## config.mk

```make
export PLATFORM = sky130hd
export DESIGN_NAME = audio_pdm_dac
export DESIGN_NICKNAME = d
export VERILOG_FILES = /design/src/rtl/pdm_dac_pkg.sv /design/src/rtl/sample_capture.sv /design/src/rtl/vol_scaler.sv /design/src/rtl/pdm_modulator.sv /design/src/rtl/activity_stretch.sv /design/src/rtl/audio_pdm_dac.sv
export SDC_FILE = /design/constraint.sdc
export NUM_CORES = 1
export LEC_CHECK = 0
export ABC_AREA = 1
export CORE_MARGIN = 2
export CORE_UTILIZATION = 53
export DETAILED_ROUTE_END_ITERATION = 7
export GPL_TIMING_DRIVEN = 0
export PLACE_DENSITY_LB_ADDON = 0.2
export SKIP_CTS_REPAIR_TIMING = 1
export SYNTH_ARGS = -nofsm -noshare
export SYNTH_HDL_FRONTEND = slang
export SYNTH_SLANG_ARGS = --single-unit
```

## constraint.sdc

```tcl
create_clock -name clk -period 1.7 [get_ports clk]
set_input_delay 0.34 -clock clk [delete_from_list [all_inputs] [get_ports clk]]
set_output_delay 0.34 -clock clk [all_outputs]
set_load 0.005 [all_outputs]
```

## src/rtl/pdm_dac_pkg.sv

```systemverilog
package pdm_dac_pkg;
    localparam int SAMPLE_W = 8;
    localparam int VOL_W    = 3;
    localparam logic [VOL_W-1:0] VOL_MAX = '1;

    typedef logic signed [SAMPLE_W-1:0] pcm_t;
    typedef logic        [SAMPLE_W-1:0] code_t;
    typedef logic        [VOL_W-1:0]    vol_t;

    typedef struct packed {
        logic [SAMPLE_W:0] acc;
        code_t             level;
    } mod_state_t;

    typedef enum logic {ACT_IDLE = 1'b0, ACT_LIT = 1'b1} act_state_t;

    function automatic pcm_t offset_to_pcm(code_t c);
        return pcm_t'({~c[SAMPLE_W-1], c[SAMPLE_W-2:0]});
    endfunction

    function automatic code_t pcm_to_offset(pcm_t s);
        return {~s[SAMPLE_W-1], s[SAMPLE_W-2:0]};
    endfunction

    function automatic pcm_t scale_pcm(pcm_t s, vol_t v);
        vol_t sh;
        sh = VOL_MAX - v;
        return s >>> sh;
    endfunction
endpackage

```

## src/rtl/sample_capture.sv

```systemverilog
module sample_capture
    import pdm_dac_pkg::*;
(
    input  logic  clk,
    input  logic  rst,
    input  logic  strobe,
    input  code_t byte_in,
    output pcm_t  sample_q
);
    always_ff @(posedge clk) begin
        if (rst)
            sample_q <= '0;
        else if (strobe)
            sample_q <= offset_to_pcm(byte_in);
    end

    // without a strobe the held sample does not move
    a_r1_hold_without_strobe: assert property (@(posedge clk) disable iff (rst)
        !strobe |=> $stable(sample_q));
    // reset leaves signed zero in the holding register
    a_r7_reset_midscale: assert property (@(posedge clk)
        rst |=> (sample_q == '0));
endmodule

```

## src/rtl/vol_scaler.sv

```systemverilog
module vol_scaler
    import pdm_dac_pkg::*;
(
    input  pcm_t  sample,
    input  vol_t  vol,
    output code_t level
);
    pcm_t scaled;
    always_comb begin
        scaled = scale_pcm(sample, vol);
        level  = pcm_to_offset(scaled);
    end
endmodule

```

## src/rtl/pdm_modulator.sv

```systemverilog
module pdm_modulator
    import pdm_dac_pkg::*;
#(
    parameter int HOLD_LOG2 = SAMPLE_W + 1
) (
    input  logic  clk,
    input  logic  rst,
    input  code_t level_in,
    output logic  pin
);
    localparam code_t MID = code_t'(1) << (SAMPLE_W - 1);

    logic [HOLD_LOG2-1:0] hold_cnt;
    mod_state_t           st;
    logic                 boundary;
    logic [SAMPLE_W:0]    acc_next;

    always_comb begin
        boundary = &hold_cnt;
        acc_next = {1'b0, st.acc[SAMPLE_W-1:0]} + {1'b0, st.level};
    end

    always_ff @(posedge clk) begin
        if (rst) begin
            hold_cnt <= '0;
            st.acc   <= '0;
            st.level <= MID;
            pin      <= 1'b0;
        end else begin
            hold_cnt <= hold_cnt + 1'b1;
            st.acc   <= acc_next;
            if (boundary)
                st.level <= level_in;
            pin <= st.acc[SAMPLE_W];
        end
    end

    // the modulator level only moves at a hold-period boundary
    a_r4_level_held: assert property (@(posedge clk) disable iff (rst)
        !boundary |=> $stable(st.level));
    // a level of zero never produces a carry on the next edge
    a_r5_zero_no_carry: assert property (@(posedge clk) disable iff (rst)
        (st.level == '0 && !st.acc[SAMPLE_W]) |=> !st.acc[SAMPLE_W]);
endmodule

```

## src/rtl/activity_stretch.sv

```systemverilog
module activity_stretch
    import pdm_dac_pkg::*;
#(
    parameter int LEN_LOG2 = 20
) (
    input  logic clk,
    input  logic rst,
    input  logic trigger,
    output logic active
);
    act_state_t          state;
    logic [LEN_LOG2-1:0] cnt;

    always_ff @(posedge clk) begin
        if (rst) begin
            state <= ACT_IDLE;
            cnt   <= '0;
        end else if (trigger) begin
            state <= ACT_LIT;
            cnt   <= '0;
        end else if (state == ACT_LIT) begin
            cnt <= cnt + 1'b1;
            if (&cnt)
                state <= ACT_IDLE;
        end
    end

    assign active = (state == ACT_LIT);

    // a strobe lights the indicator on the following cycle
    a_r8_lit_on_strobe: assert property (@(posedge clk) disable iff (rst)
        trigger |=> active);
    // the indicator stays lit until the stretch count is used up
    a_r8_stays_lit: assert property (@(posedge clk) disable iff (rst)
        (active && !(&cnt)) |=> active);
endmodule

```

## src/rtl/audio_pdm_dac.sv

```systemverilog
module audio_pdm_dac
    import pdm_dac_pkg::*;
#(
    parameter int ACT_LOG2 = 20
) (
    input  logic                clk,
    input  logic                rst,
    input  logic                rx_valid,
    input  logic [SAMPLE_W-1:0] rx_byte,
    input  logic [VOL_W-1:0]    volume,
    output logic                audio_out,
    output logic                rx_active
);
    localparam int HOLD_LOG2 = SAMPLE_W + 1;

    pcm_t  held;
    code_t level;

    sample_capture u_cap (
        .clk      (clk),
        .rst      (rst),
        .strobe   (rx_valid),
        .byte_in  (rx_byte),
        .sample_q (held)
    );

    vol_scaler u_scl (
        .sample (held),
        .vol    (volume),
        .level  (level)
    );

    pdm_modulator #(.HOLD_LOG2(HOLD_LOG2)) u_mod (
        .clk      (clk),
        .rst      (rst),
        .level_in (level),
        .pin      (audio_out)
    );

    activity_stretch #(.LEN_LOG2(ACT_LOG2)) u_act (
        .clk     (clk),
        .rst     (rst),
        .trigger (rx_valid),
        .active  (rx_active)
    );
endmodule

```

==> results.yml <==
setup_path:
  cp.arrival_ns: 1.87
  cp_max_fo: 5
  r2r_slack_ns: 0.08
  worstPathRequired_ns: 1.95
  r2r_cells: 9
  cpLargestDelayFamily: "simple AND/OR/NAND/NOR gates"
  start_kind: "flip-flop"
  path_buf_inv: 1
  crit_start: "u_mod.hold_cnt[0]"
  r2r-end: "u_mod.st[3]"
  max_stage_delay_ns: 0.38
  end_kind: "flip-flop"
  slowest_stage: "dfxtp_4"
  path_depth: 9
  rr_startpoint: "u_mod.hold_cnt[0]"
  worstSetupPathType: "reg2reg"
  path_cells: "ha_4 > nand2_2 > nor3b_2 > nand2_1 > nor2_1 > ha_2 > buf_4 > o21ai_0 > a21oi_1"
  crit_end: "u_mod.st[3]"
cells_and_area:
  multi_input_area_sq_um: 1410
  layout_common_cells: "80 x nand2_1, 58 x nor2_1, 54 x dfxtp_1, 44 x inv_1, 36 x a21oi_1"
  layout-drive-gt1-share_pct: 8.76
  layout_commonest_cell: "nand2_1"
  insertedDiodeCount: 0
  final_nets: 436
  utilization_pct: 61.1
  syn2layout_area_growth_pct: 12.9
  fillCellCount: 484
  instances_no_fill: 481
  register_area_sq_um: 1130
cts:
  cts_sinks: 56
  max-clock-path-buffers: 2
  cts_tree: "done"
  cts_made_buffers: 5
  insertion_delay_ns: 0.31
  path_clk_slew_ns: 0.10
  root_buffer: "clkbuf_8"
  htree_levels: 2
drt:
  avgRoutedWirePerCell_microns: 11.1
  firstDrtPassIters: 4
  vias_per_cell: 4.94
  ant_nets: 0
  drt-total-wl_mm: 5.36
  vias: 2378
  drt_iter0_drc: 93
  drc_errors: 0
synth:
  syn_avg_cell_area_sq_um: 6.99
  synth_area_sq_um: 2730
  yosysWarnings: 0
  synth_ff_type: "dfxtp_1"
  synth_cell_types: 27
  synthAdderAreaFrac_pct: 5.78
  synth-simple-area-share_pct: 29.8
  seq_area_frac_synth_pct: 41.1
  syn-num-nets: 416
  synth_cells: 390
  async_reset_ff_share_pct: 0
  ys_ff_latch: 56
  synth_compound_area_share_pct: 13.7
  synth_top_family_by_area: "simple AND/OR/NAND/NOR gates"
  synth_xor_area_share_pct: 1.28
  synthMuxAreaShare_pct: 0
  synth_edf_count: 0
timing:
  worst_slew_pin_slew_ns: 0.469
  finalMaxSlewViolations: 0
  slew_headroom_pct: 68.7
  clock.fmax_ghz: 0.618
  grt_setup_unrepaired: "yes"
  fin_crit_ns: 1.62
  layout_setup_ws_ns: 0.0811
  setup_violations: 0
  fin_crit_sh_pct: 95.2
  finalHoldViolations: 0
  finalClockSkew_ns: 0.00916
run_status:
  status: "completed"
floorplanning:
  coreArea_sq_um: 5040
  io_pins: 16
  dieHeight_microns: 75.7
  dieArea_sq_um: 5740
  fp-row-count: 26
  die_x_microns: 75.7
  initial_core_util_pct: 54.1
grt:
  overflow: 0
  grt_max_degree: 17
  grt_pass1_vias: 2149
  grtUsageTotal_pct: 20.1
  grt_pass1_wl_mm: 8.80
  antenna_found_initial: 0
placed_design:
  place_ws_ns: -0.260
  place.gp.congestion: 0.832
  dp_cells: 471
  dp_hpwl_mm: 3.88
  port_buffers: 11
job:
  cap_viol_max_count: 0
min_path:
  holdCritPathClass: "in2reg"
power:
  pwr_density_cell_nw_per_um2: 740
  vdd_drop_max_v: 0.000513
  p_leak_nw: 1.22
-- sequential cells by signal, summed over array words and instances, names as in the netlist --
register,cells
u_act.cnt,20
u_mod.hold_cnt,9
u_mod.pin,1
u_cap.sample_q,8
u_mod.st,17
u_act.active,1
-- power breakdown --
part | total, mW | leakage [nW] | internal [mW] | switching [mW]
Clock | 0.753 | 0.0445 | 0.332 | 0.421
Combinational | 0.168 | 0.719 | 0.0708 | 0.0970
Sequential | 1.36 | 0.456 | 1.34 | 0.0201
Total | 2.28 | 1.22 | 1.74 | 0.538
-- synth_stat cells, drive strengths merged, types with 2 or more instances --
master / count / area (sq um)
nor2: 66 / 283
xnor2: 3 / 26.3
o21ai: 27 / 135
a21oi: 37 / 185
o21a: 2 / 15.0
ha: 11 / 138
o211ai: 4 / 30.0
clkbuf: 7 / 26.3
buf: 4 / 22.5
nor3: 3 / 20.0
nand4: 7 / 43.8
dfxtp: 56 / 1120
nand3: 27 / 135
inv: 47 / 176
nand2: 84 / 323
-- per-layer routing --
layer,global-route usage [%],vias up,routed length (microns)
li1,-,1300,-
met1,21.7,1048,2450
met2,38.0,22,2660
met3,4.37,8,162
met4,7.02,0,82
met5,0,-,0
-- per-stage QoR --
step                power, mW  TNS (ns)  hold WS (ns)  area, sq um
floorplan                1.49         0         0.388         2730
global placement         1.54     -1.39         0.401         2930
detailed placement       1.55     -1.68         0.401         2930
CTS                      2.31     -1.90         0.391         3020
global route             2.38    -0.346         0.422         3080
finish                   2.28         0         0.397         3080
-- kinds of logic (layout without fill, tap and decap cells) --
logic type	Yosys count	after routing
compound gates	71	71
xor+xnor	4	4
fa+ha+maj	12	12
buf+inv	59	80
flops	56	56
simple gates	188	188
-- layout make-up --
type,instances,share of cell area (%)
multi-input combinational,275,45.8
sequential,56,36.6
inverter,48,5.85
timing repair buffer,13,4.06
tap,70,2.84
clock buffer,7,2.80
buffer,11,1.83
clock inverter,1,0.244
-- worst min-delay path by stage --
stage,depth (start not counted),end,startpoint
CTS,3,u_mod.st[5],volume[2]
global route,2,u_cap.sample_q[7],rx_valid
finish,2,u_cap.sample_q[7],rx_valid
global placement,2,u_mod.pin,u_mod.st[16]
detailed placement,2,u_mod.pin,u_mod.st[16]
floorplan,2,u_mod.pin,u_mod.st[16]
Power figures use the tool's default switching activity.
